===== src/rtl/i2c_rb_pkg.sv =====
package i2c_rb_pkg;

    typedef enum logic [3:0] {
        ST_IDLE,
        ST_ADDR,
        ST_ADDR_ACK,
        ST_SUBADDR,
        ST_SUB_ACK,
        ST_WRITE,
        ST_WRITE_ACK,
        ST_READ,
        ST_READ_ACK,
        ST_IGNORE
    } slv_state_e;

endpackage


===== src/rtl/i2c_line_sync.sv =====
module i2c_line_sync #(
    parameter int STAGES = 2
) (
    input  logic clk,
    input  logic rst_n,
    input  logic scl_in,
    input  logic sda_in,
    output logic scl_s,
    output logic sda_s,
    output logic scl_rise,
    output logic scl_fall,
    output logic start_det,
    output logic stop_det
);

    logic [STAGES-1:0] scl_pipe;
    logic [STAGES-1:0] sda_pipe;
    logic              scl_q;
    logic              sda_q;

    // The pipelines are reset to the idle-bus level (both lines high).
    always_ff @(posedge clk or negedge rst_n) begin
        if (!rst_n) begin
            scl_pipe <= '1;
            sda_pipe <= '1;
            scl_q    <= 1'b1;
            sda_q    <= 1'b1;
        end else begin
            scl_pipe <= {scl_pipe[STAGES-2:0], scl_in};
            sda_pipe <= {sda_pipe[STAGES-2:0], sda_in};
            scl_q    <= scl_pipe[STAGES-1];
            sda_q    <= sda_pipe[STAGES-1];
        end
    end

    assign scl_s     = scl_pipe[STAGES-1];
    assign sda_s     = sda_pipe[STAGES-1];
    assign scl_rise  = scl_s & ~scl_q;
    assign scl_fall  = ~scl_s & scl_q;
    // START and STOP are both SDA edges that occur while SCL is held high.
    assign start_det = scl_s & scl_q & sda_q & ~sda_s;
    assign stop_det  = scl_s & scl_q & ~sda_q & sda_s;

endmodule


===== src/rtl/i2c_rb_fsm.sv =====
module i2c_rb_fsm
    import i2c_rb_pkg::*;
#(
    parameter logic [6:0] DEV_ADDR = 7'h54,
    parameter int         SEL_POS  = 1,
    parameter int         PTR_W    = 8
) (
    input  logic             clk,
    input  logic             rst_n,
    input  logic             scl_s,
    input  logic             sda_s,
    input  logic             scl_rise,
    input  logic             scl_fall,
    input  logic             start_det,
    input  logic             stop_det,
    input  logic             addr_sel,
    input  logic [7:0]       rd_data,
    output logic             sda_oe,
    output logic             wr_en,
    output logic [PTR_W-1:0] wr_addr,
    output logic [7:0]       wr_data,
    output logic [PTR_W-1:0] rd_addr
);

    slv_state_e       state, state_nxt;
    logic [7:0]       shreg;
    logic [7:0]       tx;
    logic [3:0]       bit_cnt;
    logic [PTR_W-1:0] ptr;
    logic             rw;
    logic             mack;
    logic [6:0]       my_addr;
    logic             byte_done;

    // The select pin replaces one bit of the fixed device address.
    always_comb begin
        my_addr          = DEV_ADDR;
        my_addr[SEL_POS] = addr_sel;
    end

    // A byte is complete on the SCL fall that follows its eighth rising edge.
    assign byte_done = scl_fall && (bit_cnt == 4'd8);

    always_comb begin
        state_nxt = state;
        if (start_det) begin
            state_nxt = ST_ADDR;
        end else if (stop_det) begin
            state_nxt = ST_IDLE;
        end else begin
            unique case (state)
                ST_IDLE:      state_nxt = ST_IDLE;
                ST_ADDR:      if (byte_done)
                                  state_nxt = (shreg[7:1] == my_addr) ? ST_ADDR_ACK : ST_IGNORE;
                ST_ADDR_ACK:  if (scl_fall) state_nxt = rw ? ST_READ : ST_SUBADDR;
                ST_SUBADDR:   if (byte_done) state_nxt = ST_SUB_ACK;
                ST_SUB_ACK:   if (scl_fall) state_nxt = ST_WRITE;
                ST_WRITE:     if (byte_done) state_nxt = ST_WRITE_ACK;
                ST_WRITE_ACK: if (scl_fall) state_nxt = ST_WRITE;
                ST_READ:      if (scl_fall && bit_cnt == 4'd7) state_nxt = ST_READ_ACK;
                ST_READ_ACK:  if (scl_fall) state_nxt = mack ? ST_READ : ST_IGNORE;
                ST_IGNORE:    state_nxt = ST_IGNORE;
                default:      state_nxt = ST_IDLE;
            endcase
        end
    end

    always_ff @(posedge clk or negedge rst_n) begin
        if (!rst_n) state <= ST_IDLE;
        else        state <= state_nxt;
    end

    always_ff @(posedge clk or negedge rst_n) begin
        if (!rst_n) begin
            shreg   <= '0;
            tx      <= '0;
            bit_cnt <= '0;
            ptr     <= '0;
            rw      <= 1'b0;
            mack    <= 1'b0;
        end else if (start_det) begin
            bit_cnt <= '0;
        end else begin
            unique case (state)
                ST_ADDR, ST_SUBADDR, ST_WRITE: begin
                    if (scl_rise) begin
                        shreg   <= {shreg[6:0], sda_s};
                        bit_cnt <= bit_cnt + 4'd1;
                    end
                    if (byte_done) begin
                        bit_cnt <= '0;
                        if (state == ST_ADDR)    rw  <= shreg[0];
                        if (state == ST_SUBADDR) ptr <= shreg;
                        if (state == ST_WRITE)   ptr <= ptr + 1'b1;
                    end
                end
                ST_ADDR_ACK: begin
                    if (scl_fall && rw) begin
                        tx      <= rd_data;
                        ptr     <= ptr + 1'b1;
                        bit_cnt <= '0;
                    end
                end
                ST_READ: begin
                    if (scl_fall) begin
                        tx      <= {tx[6:0], 1'b0};
                        bit_cnt <= bit_cnt + 4'd1;
                    end
                end
                ST_READ_ACK: begin
                    if (scl_rise) mack <= ~sda_s;
                    if (scl_fall) begin
                        bit_cnt <= '0;
                        if (mack) begin
                            tx  <= rd_data;
                            ptr <= ptr + 1'b1;
                        end
                    end
                end
                default: ;
            endcase
        end
    end

    always_comb begin
        unique case (state)
            ST_ADDR_ACK, ST_SUB_ACK, ST_WRITE_ACK: sda_oe = 1'b1;
            ST_READ:                               sda_oe = ~tx[7];
            default:                               sda_oe = 1'b0;
        endcase
    end

    assign wr_en   = (state == ST_WRITE) && byte_done;
    assign wr_addr = ptr;
    assign wr_data = shreg;
    assign rd_addr = ptr;

    p_sda_hold_r2: assert property (@(posedge clk) disable iff (!rst_n)
        (scl_s && $past(scl_s) && !start_det && !stop_det) |-> $stable(sda_oe));

    p_mismatch_quiet_r3: assert property (@(posedge clk) disable iff (!rst_n)
        (state == ST_ADDR && byte_done && shreg[7:1] != my_addr) |=> !sda_oe);

    p_ptr_step_r4: assert property (@(posedge clk) disable iff (!rst_n)
        wr_en |=> (ptr == $past(ptr) + 1'b1));

    p_nack_release_r5: assert property (@(posedge clk) disable iff (!rst_n)
        (state == ST_READ_ACK && scl_fall && !mack && !start_det && !stop_det) |=> !sda_oe);

endmodule


===== src/rtl/i2c_rb_regfile.sv =====
module i2c_rb_regfile #(
    parameter int          NUM_REGS  = 26,
    parameter int          FREQ_BASE = 4,
    parameter logic [31:0] FREQ_RST  = 32'h21F07C16,
    parameter int          PED_REG   = 2,
    parameter int          PED_BIT   = 4,
    parameter int          PTR_W     = 8
) (
    input  logic                  clk,
    input  logic                  rst_n,
    input  logic                  txn_edge,
    input  logic                  wr_en,
    input  logic [PTR_W-1:0]      wr_addr,
    input  logic [7:0]            wr_data,
    input  logic [PTR_W-1:0]      rd_addr,
    output logic [7:0]            rd_data,
    output logic [NUM_REGS*8-1:0] cfg_flat,
    output logic [31:0]           freq_word
);

    localparam int IDX_W = $clog2(NUM_REGS);
    localparam int FREQ_LAST = FREQ_BASE + 3;

    logic [7:0] regs [NUM_REGS];
    logic       seq_live;
    logic [1:0] seq_pos;
    logic       wr_in_range;
    logic       rd_in_range;
    logic [IDX_W-1:0] wr_idx;
    logic [IDX_W-1:0] rd_idx;

    function automatic logic [7:0] rst_val(input int idx);
        logic [31:0] sh;
        if (idx >= FREQ_BASE && idx <= FREQ_LAST) begin
            sh = FREQ_RST >> (8 * (idx - FREQ_BASE));
            return sh[7:0];
        end else if (idx == PED_REG) begin
            return 8'(1 << PED_BIT);
        end
        return 8'h00;
    endfunction

    assign wr_in_range = (wr_addr < PTR_W'(NUM_REGS));
    assign rd_in_range = (rd_addr < PTR_W'(NUM_REGS));
    assign wr_idx      = wr_in_range ? wr_addr[IDX_W-1:0] : '0;
    assign rd_idx      = rd_in_range ? rd_addr[IDX_W-1:0] : '0;
    assign rd_data     = rd_in_range ? regs[rd_idx] : 8'h00;

    always_ff @(posedge clk or negedge rst_n) begin
        if (!rst_n) begin
            for (int i = 0; i < NUM_REGS; i++) regs[i] <= rst_val(i);
        end else if (wr_en && wr_in_range) begin
            regs[wr_idx] <= wr_data;
        end
    end

    // The frequency word is committed only after an in-order run over the group.
    always_ff @(posedge clk or negedge rst_n) begin
        if (!rst_n) begin
            seq_live  <= 1'b0;
            seq_pos   <= '0;
            freq_word <= FREQ_RST;
        end else if (txn_edge) begin
            seq_live <= 1'b0;
        end else if (wr_en) begin
            if (wr_addr == PTR_W'(FREQ_BASE)) begin
                seq_live <= 1'b1;
                seq_pos  <= 2'd1;
            end else if (seq_live && wr_addr == PTR_W'(FREQ_BASE) + PTR_W'(seq_pos)) begin
                if (seq_pos == 2'd3) begin
                    freq_word <= {wr_data, regs[FREQ_BASE+2], regs[FREQ_BASE+1], regs[FREQ_BASE]};
                    seq_live  <= 1'b0;
                end else begin
                    seq_pos <= seq_pos + 2'd1;
                end
            end else begin
                seq_live <= 1'b0;
            end
        end
    end

    for (genvar g = 0; g < NUM_REGS; g++) begin : g_flat
        assign cfg_flat[8*g +: 8] = regs[g];
    end

    p_commit_gate_r7: assert property (@(posedge clk) disable iff (!rst_n)
        !$stable(freq_word) |-> ($past(wr_en) && $past(wr_addr) == PTR_W'(FREQ_LAST)));

endmodule


===== src/rtl/i2c_regbank_slave.sv =====
module i2c_regbank_slave #(
    parameter logic [6:0]  DEV_ADDR  = 7'h54,
    parameter int          SEL_POS   = 1,
    parameter int          NUM_REGS  = 26,
    parameter int          FREQ_BASE = 4,
    parameter logic [31:0] FREQ_RST  = 32'h21F07C16,
    parameter int          PED_REG   = 2,
    parameter int          PED_BIT   = 4,
    parameter int          SYNC_STG  = 2
) (
    input  logic                  clk,
    input  logic                  rst_n,
    input  logic                  scl_in,
    input  logic                  sda_in,
    input  logic                  addr_sel,
    output logic                  sda_oe,
    output logic [NUM_REGS*8-1:0] cfg_regs,
    output logic [31:0]           freq_word
);

    localparam int PTR_W = 8;

    logic             scl_s, sda_s, scl_rise, scl_fall, start_det, stop_det;
    logic             wr_en;
    logic [PTR_W-1:0] wr_addr, rd_addr;
    logic [7:0]       wr_data, rd_data;

    i2c_line_sync #(.STAGES(SYNC_STG)) u_sync (
        .clk(clk), .rst_n(rst_n), .scl_in(scl_in), .sda_in(sda_in),
        .scl_s(scl_s), .sda_s(sda_s), .scl_rise(scl_rise), .scl_fall(scl_fall),
        .start_det(start_det), .stop_det(stop_det)
    );

    i2c_rb_fsm #(.DEV_ADDR(DEV_ADDR), .SEL_POS(SEL_POS), .PTR_W(PTR_W)) u_fsm (
        .clk(clk), .rst_n(rst_n), .scl_s(scl_s), .sda_s(sda_s),
        .scl_rise(scl_rise), .scl_fall(scl_fall), .start_det(start_det),
        .stop_det(stop_det), .addr_sel(addr_sel), .rd_data(rd_data),
        .sda_oe(sda_oe), .wr_en(wr_en), .wr_addr(wr_addr), .wr_data(wr_data),
        .rd_addr(rd_addr)
    );

    i2c_rb_regfile #(
        .NUM_REGS(NUM_REGS), .FREQ_BASE(FREQ_BASE), .FREQ_RST(FREQ_RST),
        .PED_REG(PED_REG), .PED_BIT(PED_BIT), .PTR_W(PTR_W)
    ) u_regs (
        .clk(clk), .rst_n(rst_n), .txn_edge(start_det | stop_det),
        .wr_en(wr_en), .wr_addr(wr_addr), .wr_data(wr_data),
        .rd_addr(rd_addr), .rd_data(rd_data), .cfg_flat(cfg_regs),
        .freq_word(freq_word)
    );

endmodule


===== config.mk =====
export PLATFORM = sky130hd
export DESIGN_NAME = i2c_regbank_slave
export DESIGN_NICKNAME = d
export VERILOG_FILES = /design/src/rtl/i2c_rb_pkg.sv /design/src/rtl/i2c_line_sync.sv /design/src/rtl/i2c_rb_fsm.sv /design/src/rtl/i2c_rb_regfile.sv /design/src/rtl/i2c_regbank_slave.sv
export SDC_FILE = /design/constraint.sdc
export NUM_CORES = 1
export LEC_CHECK = 0
export CAP_MARGIN = 20
export CORE_ASPECT_RATIO = 1.5
export CORE_UTILIZATION = 35
export DETAILED_ROUTE_END_ITERATION = 16
export PLACE_DENSITY_LB_ADDON = 0.05
export SYNTH_ARGS = -nofsm -noshare
export SYNTH_HDL_FRONTEND = slang
export SYNTH_HIERARCHICAL = 1
export SYNTH_SLANG_ARGS = --single-unit

===== constraint.sdc =====
create_clock -name clk -period 2.9 [get_ports clk]
set_input_delay 0.58 -clock clk [delete_from_list [all_inputs] [get_ports clk]]
set_output_delay 0.58 -clock clk [all_outputs]
set_load 0.005 [all_outputs]

# Yosys cells after proc, flatten, opt, wreduce, memory -nomap -nowiden
# Cells that the tools add are included.
# W data, S select, Z words.
# classes
n_reduce_logical	25
add_sub_neg	4
mux	49
eq_ne	34
n_lt_le_gt_ge	3
bitwise	17
# op_table
operator	count
$bwmux W208	1
$mux W8	14
$mux W4	17
$pmux W8 S3	2
$bmux W8 S5	1
$demux W8 S5	1
$pmux W4 S8	1
$ne A4 B3 Y1 const B	7
$eq A4 B3 Y1 const B	5
$pmux W4 S4	1
$reduce_and A7 Y1	2
$eq A4 B4 Y1 const B	3
$ne A2 B1 Y1 const B	6
$reduce_and A5 Y1	2
$ne A3 B2 Y1 const B	3
$add A8 B1 Y8 const B	1
$eq A4 B2 Y1 const B	2
$eq A8 B3 Y1 const B	1
$eq A8 B8 Y1	1
$lt A8 B5 Y1 const B	1
$not A1 Y1	8
$reduce_and A4 Y1	2
$and A1 B1 Y1	7
$eq A7 B7 Y1	1
26 further kinds	42
# word_totals
output_inout_bits	241
regBits	283
inputBits	5

# Longest topological paths before layout
# Gate-level depths: netlist of run 1.
# logic_depth
ltp_word	10
ltp_mapped	12
mapped_depth_nobuf	10

# Hierarchy
# The synthesis of run 1 kept the hierarchy.
# by_module_without_submodules
mod	instances	cells_per_inst	area_per_inst_um2
i2c_rb_regfile	1	875	11400.9
i2c_rb_fsm	1	246	2298.5
i2c_line_sync	1	10	190.2
i2c_regbank_slave	1	1	6.3

# Least setup slack after synthesis of run 1
# Ideal clock, no wire load.
# synth_timing
kind	reg-to-reg
start	register u_sync.scl_q
end	register u_regs.regs (netlist bit u_regs/cfg_flat[120])
setup_time_ns	0.125
required_ns	2.775
path_buffers	1
setup_slack_ns	-0.116
t_arrival_ns	2.891
stages_incl_launch_ff	11
path_cell_list	dfstp_2 > nor2b_1 > nand4b_2 > inv_1 > nand2_1 > nor3_1 > and3_1 > clkbuf_1 > nand3_1 > nor2_1 > mux2_2
# synth_between
elab_chain_cells	4
# synth_lines
item	line	rtl
from (decl)	i2c_line_sync.sv:18	logic scl_q;
from (signal assigned)	i2c_line_sync.sv:31	scl_q <= scl_pipe[STAGES-1];
$and A1 B1 Y1	i2c_line_sync.sv:39	assign scl_fall = ~scl_s & scl_q;
via scl_fall	i2c_regbank_slave.sv:23	logic scl_s, sda_s, scl_rise, scl_fall, start_det, stop_det;
$logic_and A1 B1 Y1	i2c_rb_fsm.sv:42	assign byte_done = scl_fall && (bit_cnt == 4'd8);
$logic_and A1 B1 Y1	i2c_rb_fsm.sv:133	assign wr_en = (state == ST_WRITE) && byte_done;
via wr_en	i2c_regbank_slave.sv:24	logic wr_en;
$logic_and A1 B1 Y1	i2c_rb_regfile.sv:52	end else if (wr_en && wr_in_range) begin
to (signal, indexed assignment)	i2c_rb_regfile.sv:53	regs[wr_idx] <= wr_data;
to (decl)	i2c_rb_regfile.sv:24	logic [7:0] regs [NUM_REGS];
# The timed path passes the listed nets, and every way through them passes these cells.
# A chain may end at the register's enable or synchronous reset.

# Worst setup path after layout of run 1
# layout_timing
start	register u_fsm.ptr[4] (netlist: u_fsm/rd_addr[4])
end	register u_fsm.tx[7]
# layout_between
elab_chain_cells	10
word_cells_on_any_way	11
cone_classes	order compare (1); mux (9); bitwise (1)
# layout_lines
item	line	rtl
from (decl)	i2c_rb_fsm.sv:29	logic [PTR_W-1:0] ptr;
from (signal assigned)	i2c_rb_fsm.sv:93	if (state == ST_SUBADDR) ptr <= shreg;
from (signal assigned)	i2c_rb_fsm.sv:94	if (state == ST_WRITE) ptr <= ptr + 1'b1;
from (signal assigned)	i2c_rb_fsm.sv:100	ptr <= ptr + 1'b1;
$lt A8 B5 Y1	i2c_rb_regfile.sv:44	assign rd_in_range = (rd_addr < PTR_W'(NUM_REGS));
$mux W5	i2c_rb_regfile.sv:46	assign rd_idx = rd_in_range ? rd_addr[IDX_W-1:0] : '0;
$not A5 Y6 (implied by the code)	i2c_rb_regfile.sv:47	assign rd_data = rd_in_range ? regs[rd_idx] : 8'h00;
$bmux W8 S5	i2c_rb_regfile.sv:47	
$mux W8 (implied by the code) (2 in a row)	i2c_rb_regfile.sv:47	
$mux W8 *	i2c_rb_regfile.sv:47	
via rd_data[7]	i2c_regbank_slave.sv:26	logic [7:0] wr_data, rd_data;
$mux W8	i2c_rb_fsm.sv:114	if (mack) begin
$mux W8	i2c_rb_fsm.sv:112	if (scl_fall) begin
$pmux W8 S3 *	i2c_rb_fsm.sv:84	unique case (state)
to (signal assigned)	i2c_rb_fsm.sv:99	tx <= rd_data;
to (signal assigned)	i2c_rb_fsm.sv:106	tx <= {tx[6:0], 1'b0};
to (signal assigned)	i2c_rb_fsm.sv:115	tx <= rd_data;
to (decl)	i2c_rb_fsm.sv:27	logic [7:0] tx;
# Mark *: on every way through the listed nets, which the timed path passes. The rest lies on a longest branch. The select of a mux whose other input is x is not followed.

==> results of run 1 <==
-- path summary, 6_finish.rpt --
check | startpoint | endpoint | slack [ps]
hold reg to reg | u_sync/sda_pipe[0]$_DFF_PN1_ | u_sync/sda_pipe[1]$_DFF_PN1_ | 360
hold / removal | rst_n | u_fsm/wr_data[2]$_DFFE_PN0P_ | -10
min in group clk | u_sync/sda_pipe[0]$_DFF_PN1_ | u_sync/sda_pipe[1]$_DFF_PN1_ | 360
setup / recovery | u_fsm/rd_addr[4]$_DFFE_PN0P_ | u_fsm/tx[7]$_DFFE_PN0P_ | 130
max in group asynchronous | rst_n | u_regs/freq_word[4]$_DFFE_PN1P_ | 2080
setup reg to reg | u_fsm/rd_addr[4]$_DFFE_PN0P_ | u_fsm/tx[7]$_DFFE_PN0P_ | 130
-- repair_timing --
| action | CTS | global route |
|---|---|---|
| endpoints found under the setup margin | 1 | 25 |
| resized for setup | 2 | 7 |
| buffers inserted | 0 | 3 |
| pin swaps | 0 | 2 |
| hold buffers | 0 | 0 |
-- kinds of logic after synthesis --
kind of cell / synth area share, %
AND/OR/NAND/NOR: 9.193
buffers and inverters: 3.331
adder cells (fa/ha/maj): 0.3602
AO/OA/AOI/OAI: 11.48
flip-flops: 51.28
XOR/XNOR: 0.1891
multiplexers: 24.17
-- metal layers --
| layer | track usage (%) | wire [µm] |
|---|---|---|
| met4 | 9.255 | 1714 |
| met2 | 45.09 | 26870 |
| met1 | 33.25 | 21620 |
| met3 | 3.064 | 2183 |
| met5 | 0 | 0 |
-- cell usage in the layout (no fill, tap or decap), drive strengths merged, types with 4 or more instances in the layout --
cell type and instances:
or3b 4, and3 6, a32oi 18, a21oi 29
buf 115, o21ai 44, ha 4, nor4b 6
clkbuf 49, nor2b 17, a22oi 9, mux2i 52
mux2 250, o31ai 6, a31oi 17, nand4b 5
dfstp 35, nor3 9, o22ai 5, inv 11
nand2b 4, o31a 7, a221o 4, nor2 45
a211oi 20, or2 4, o21a 4, nand3 25
or3 6, a221oi 5, dfrtp 248, o221ai 4
o211ai 17, nand2 79, clkdlybuf4s50 244
-- worst max-delay path, delay by kind of cell, from the launching register on --
kind | cells | cell delay (ps)
AOI/OAI and AO/OA | 5 | 1230
muxes | 1 | 120
and+or+nand+nor | 2 | 660
DFF | 1 | 480
buffers and inverters | 1 | 210
-- synth_stat cells, types with 5 or more instances --
library cell | n | area [µm²]
mux2_2 | 249 | 2804
dfrtp_1 | 248 | 6206
nand2_1 | 78 | 292.8
mux2i_1 | 52 | 520.5
clkbuf_1 | 42 | 157.7
o21ai_0 | 38 | 190.2
dfstp_2 | 35 | 919.6
nor2_1 | 26 | 97.59
nand3_1 | 25 | 125.1
a21oi_1 | 23 | 115.1
buf_4 | 21 | 157.7
a211oi_1 | 20 | 150.1
nor2_2 | 19 | 118.9
a32oi_1 | 18 | 157.7
a31oi_1 | 16 | 100.1
nor2b_1 | 16 | 100.1
o211ai_1 | 16 | 120.1
inv_1 | 11 | 41.29
a22oi_1 | 9 | 67.56
buf_2 | 7 | 35.03
o31a_1 | 7 | 61.31
a21oi_2 | 6 | 52.55
and3_1 | 6 | 37.54
o21ai_1 | 6 | 30.03
o31ai_1 | 6 | 45.04
a221oi_1 | 5 | 43.79
buf_6 | 5 | 56.30
nor3_1 | 5 | 25.02
o22ai_1 | 5 | 31.28
or3_1 | 5 | 31.28
-- sequential cells by signal, indices dropped and copies added, names as in the netlist, 4 cells and up --
| name | count |
|---|---|
| u_regs/freq_word | 32 |
| u_fsm/state | 4 |
| u_regs/cfg_flat | 208 |
| u_fsm/tx | 8 |
| u_fsm/rd_addr | 8 |
| u_fsm/wr_data | 8 |
| u_fsm/bit_cnt | 4 |
-- through the flow --
stage                     utilization, %  setup TNS [ps]  instance area (µm²)  hold WS [ps]
after floorplan                        -          -303.8                13900         284.4
after global routing               47.61               0                18660         18.63
after global placement             44.98          -28.62                17630         349.4
after detailed placement           44.98          -51.03                17630         349.4
after CTS                          47.51               0                18620         18.66
final                              47.62               0                18670        -13.57
-- cell type report --
cell class / count / area, µm²
tap: 500 / 625.6
timing repair buffer: 359 / 3538
inverter: 11 / 41.29
sequential: 283 / 7127
multi-input combinational: 759 / 6345
fill: 3656 / 20530
clock inverter: 7 / 123.9
antenna: 1 / 2.502
clock buffer: 49 / 862.1
-- power by group through the flow --
| stage | sequential [mW] | clock (mW) | combinational [mW] |
|---|---|---|---|
| finish | 4.40 | 3.96 | 4.06 |
| global route | 4.43 | 4.20 | 4.31 |
| CTS | 4.39 | 4.06 | 4.00 |
| detailed placement | 4.46 | 0 | 3.97 |
| global placement | 4.45 | 0 | 3.96 |
| floorplan | 4.47 | 0 | 2.40 |
==> impl_metrics.toml, run 1 <==
[detailed_routing]
vias = 10910
ant_nets = 0
drc = 0
firstDrtPassIters = 5
initialDrtViolationCount = 674
wirelength_um = 52390
via_per_inst = 5.538
wl_per_cell_um = 26.61

[critical_path]
critical_path_arrival_ps = 3290
cp_max_fo = 7
critical-path-max-stage-delay_ps = 520
cp-end-kind = "flop"
rr_worst_depth = 9
required_ps = 3410
cp_cell_sequence = "a2111o_1 -> or3_1 -> buf_4 -> a21oi_1 -> o21ai_0 -> nand4_1 -> o2bb2ai_1 -> mux2i_1 -> o21ai_0"
startpoint_type = "flop"
slowest_stage = "a2111o_1"
cp_common_cell = "o21ai_0"
criticalPathCategory = "reg2reg"

[power]
vdd_drop_max_v = 0.0004242
p_int_mw = 7.816
power_density_nw_per_um2 = 665.4
total_leakage_power_nw = 8.101
power.total_mw = 12.42
power_frac_comb_pct = 32.7
switching_power_mw = 4.604
p_clk_share_pct = 31.9
swShare_pct = 37.07
p_seq_share_pct = 35.4

[layout]
syn2layout_area_growth_pct = 34.32
final_cells = 1969
nNetsFinal = 1453
layout-drive-gt1-share_pct = 33.65

[run_status]
status = "finished with violations"
violations = "negative hold slack"

[synthesis]
async_reset_ff_share_pct = 100.0
synthCells = 1132
synth.cell_area_um2 = 13900
synth_edf_count = 0
synth.distinct_cells = 88
ys_ff_latch = 283
synth_nets = 1141
syn_avg_cell_area_um2 = 12.28
yosysWarnings = 6
synth_ff_type = "dfrtp_1"
ys_seq_area_share_pct = 51.28

[timing]
max-slew-margin-rel_pct = 54.28
final.min_clock_period_ps = 2773
fmax_mhz = 360.6
fin_skew_ps = 20.03
final-setup-viol-count = 0
fin_ws_ps = 126.9
timing.final.crit_share_pct = 95.62
slew_viol_final = 0
whs_ps = -13.57
hold_viol = 2
rsz0062_at_grt = "false"
worstMarginPinSlew_ps = 685.8

[clocking]
cts_buffer_depth = 3
cts_buffers = 30
cts_tree = "done"
clkSinkCount = 283
root_buffer = "clkbuf_16"
path_clk_slew_ps = 60
insertion_delay_ps = 590
htree_num_levels = 1

[global_route]
overflow = 0
antenna_found_initial = 0
grt.total_usage_pct = 26.09
grt_pass1_vias = 11060
grt_max_degree = 77
grt_pass1_wl_um = 76780

[floorplanning]
die_y_um = 246.0
start_util_pct = 35.45
dieArea_um2 = 40520
rows = 89
die_width_um = 164.7
ios = 246
core_region_area_um2 = 39200

[placement]
place_ws_ps = -51.03
gp_congestion = 0.9002
dp_hpwl_um = 36930
numPortBuffers = 245
place_inst = 1909

[job]
max_cap_violations = 0

[min_path]
min_path_type = "in2async"
No activity file was read; power rests on OpenSTA's default activity.
==> inputs of run 2 (changes only) <==
--- a/config.mk
+++ b/config.mk
@@ -7,9 +7,11 @@
 export LEC_CHECK = 0
 export CAP_MARGIN = 20
 export CORE_ASPECT_RATIO = 1.5
+export CORE_MARGIN = 8
 export CORE_UTILIZATION = 35
 export DETAILED_ROUTE_END_ITERATION = 16
 export PLACE_DENSITY_LB_ADDON = 0.05
+export SLEW_MARGIN = 20
 export SYNTH_ARGS = -nofsm -noshare
 export SYNTH_HDL_FRONTEND = slang
 export SYNTH_HIERARCHICAL = 1
==> run 2 against run 1 <==
Net effect: the flow now finishes without violations; global-route usage decreased by 2.7 points; hold slack improved by 370 ps; count of clock-buffer cells in the layout down 12; largest cell class unchanged.
==> impl_metrics.toml, run 2 (same netlist as run 1, synthesis figures left out) <==
[detailed_routing]
drc = 0
via_per_inst = 5.532
initialDrtViolationCount = 798
vias = 10980
wl_per_cell_um = 27.53
firstDrtPassIters = 7
wirelength_um = 54620
ant_nets = 0

[critical_path]
cp_max_fo = 22
criticalPathCategory = "reg2reg"
required_ps = 3390
r2r_slack_ps = 130
worstReg2RegEnd = "u_fsm/tx[2]$_DFFE_PN0P_"
rr_startpoint = "u_fsm/rd_addr[6]$_DFFE_PN0P_"
rr_worst_depth = 10
critical_path_arrival_ps = 3260
startpoint_type = "flop"
cp-end-kind = "flop"

[global_route]
grt.total_usage_pct = 23.42
grtUsageMet3_pct = 3.353
grt_max_degree = 66
grt_pass1_wl_um = 80510
use_met2_pct = 41.90
use_met1_pct = 27.81
grt_pass1_vias = 11780
grt-busiest-layer = "met2"
overflow = 0
antenna_found_initial = 0

[placement]
gp_congestion = 0.9110
dpl_cell_area_um2 = 17930
place_inst = 1928
dp_hpwl_um = 39440
place_ws_ps = -24.72
numPortBuffers = 245

[power]
power_density_nw_per_um2 = 675.8
swShare_pct = 36.87
total_leakage_power_nw = 8.264
vdd_drop_max_v = 0.0005084
p_seq_share_pct = 34.3
p_int_mw = 8.127
switching_power_mw = 4.746
p_clk_share_pct = 32.4
power.total_mw = 12.87
power_frac_comb_pct = 33.3

[timing]
slew_viol_final = 0
max-slew-margin-rel_pct = 47.92
whs_ps = 357.5
final-setup-viol-count = 0
fin_skew_ps = 16.41
timing.final.crit_share_pct = 95.62
hold_viol = 0
fin_ws_ps = 127.2
tns_ps = 0
worstMarginPinSlew_ps = 781.2
final.min_clock_period_ps = 2773
fmax_mhz = 360.6

[layout]
post-route-util_pct = 48.46
antennaDiodeCount = 0
final_cells = 1984
largest_reg_flops = 208
layout-drive-gt1-share_pct = 35.11
syn2layout_area_growth_pct = 37.08
final_common_cell = "mux2_2"
stdcell_area_um2 = 19050
final_cell_mix = "249 x mux2_2, 248 x dfrtp_1, 244 x clkdlybuf4s50_1"
nNetsFinal = 1470

[run_status]
status = "finished clean"

[clocking]
root_buffer = "clkbuf_16"
cts_buffers = 30
path_clk_slew_ps = 70
postCtsSetupBuffers = 0
cts_buffer_depth = 3
htree_num_levels = 1
cts_tree = "done"
insertion_delay_ps = 580
clkSinkCount = 283

[min_path]
min_path_type = "reg2reg"
hold_end = "u_sync/sda_pipe[1]$_DFF_PN1_"
min_path_cells = 0
hp-start = "u_sync/sda_pipe[0]$_DFF_PN1_"

[floorplanning]
start_util_pct = 35.35
dieArea_um2 = 46470
rows = 89
ios = 246
die_width_um = 178.7
core_region_area_um2 = 39310
die_y_um = 260.0

[job]
max_cap_violations = 0
==> run 2: cell types whose count changed in the layout (fill, tap and decap cells not counted), moves of 2 or more <==
| cell | change |
|---|---|
| clkinv_2 | +5 |
| buf_6 | +2 |
| buf_12 | +13 |
| clkinvlp_4 | +3 |
| clkbuf_1 | -12 |
| clkinv_4 | +2 |
| bufinv_16 | +2 |
==> run 2: repair_timing <==
item,in CTS,in global routing
gates resized for setup,3,9
hold buffers,1,0
setup endpoints to repair,3,3
hold endpoints to repair,41,0
pin swaps,0,0
==> run 2: layer usage <==
metal	up-vias	wire [µm]
met1	5689	21570
met4	0	1983
met5	-	0
met3	81	2480
li1	4882	-
met2	324	28590
==> run 2: critical path, cell delays in order, from the launching register on <==
cell      delay (ps)
dfrtp_1          440
or3_4            470
nor3_4           240
buf_12           210
buf_6            190
a211oi_1         130
nor4_2           360
o22a_1           230
o221a_2          190
mux2i_1           60
o21ai_0          150
==> run 2: final cells by class <==
type / count / area (µm²)
Clock buffer: 37 / 828.3
Clock inverter: 18 / 232.7
Fill cell: 3598 / 20260
Inverter: 11 / 41.29
Multi-Input combinational cell: 759 / 6356
Sequential cell: 283 / 7126
Tap cell: 500 / 625.6
Timing Repair Buffer: 376 / 3839
==> run 2: power groups by stage <==
stage / Clock [mW] / Combinational (mW) / Sequential [mW]
after floorplan: 0 / 2.40 / 4.47
after global placement: 0 / 4.23 / 4.48
after detailed placement: 0 / 4.23 / 4.49
after CTS: 4.27 / 4.26 / 4.42
after global routing: 4.40 / 4.57 / 4.44
final: 4.17 / 4.29 / 4.42
==> run 2: worst max-delay path by stage <==
| stage | from | end | slack (ps) | depth (start not counted) |
|---|---|---|---|---|
| after global placement | u_fsm/rd_addr[3]$_DFFE_PN0P_ | u_fsm/tx[4]$_DFFE_PN0P_ | -40 | 10 |
| after detailed placement | u_fsm/rd_addr[3]$_DFFE_PN0P_ | u_fsm/tx[2]$_DFFE_PN0P_ | -20 | 9 |
| after global routing | u_fsm/rd_addr[6]$_DFFE_PN0P_ | u_fsm/tx[2]$_DFFE_PN0P_ | -10 | 10 |
| final | u_fsm/rd_addr[6]$_DFFE_PN0P_ | u_fsm/tx[2]$_DFFE_PN0P_ | 130 | 10 |
| after floorplan | u_sync/scl_q$_DFF_PN1_ | u_regs/cfg_flat[184]$_DFFE_PN0P_ | -5 | 10 |
| after CTS | u_fsm/rd_addr[3]$_DFFE_PN0P_ | u_fsm/tx[4]$_DFFE_PN0P_ | 30 | 10 |
==> inputs of run 3 (changes only) <==
--- a/config.mk
+++ b/config.mk
@@ -16,3 +16,4 @@
 export SYNTH_HDL_FRONTEND = slang
 export SYNTH_HIERARCHICAL = 1
 export SYNTH_SLANG_ARGS = --single-unit
+export TNS_END_PERCENT = 50
==> results of run 3 <==
Same layout as run 2: the final DEF is identical, and so are final timing and power.
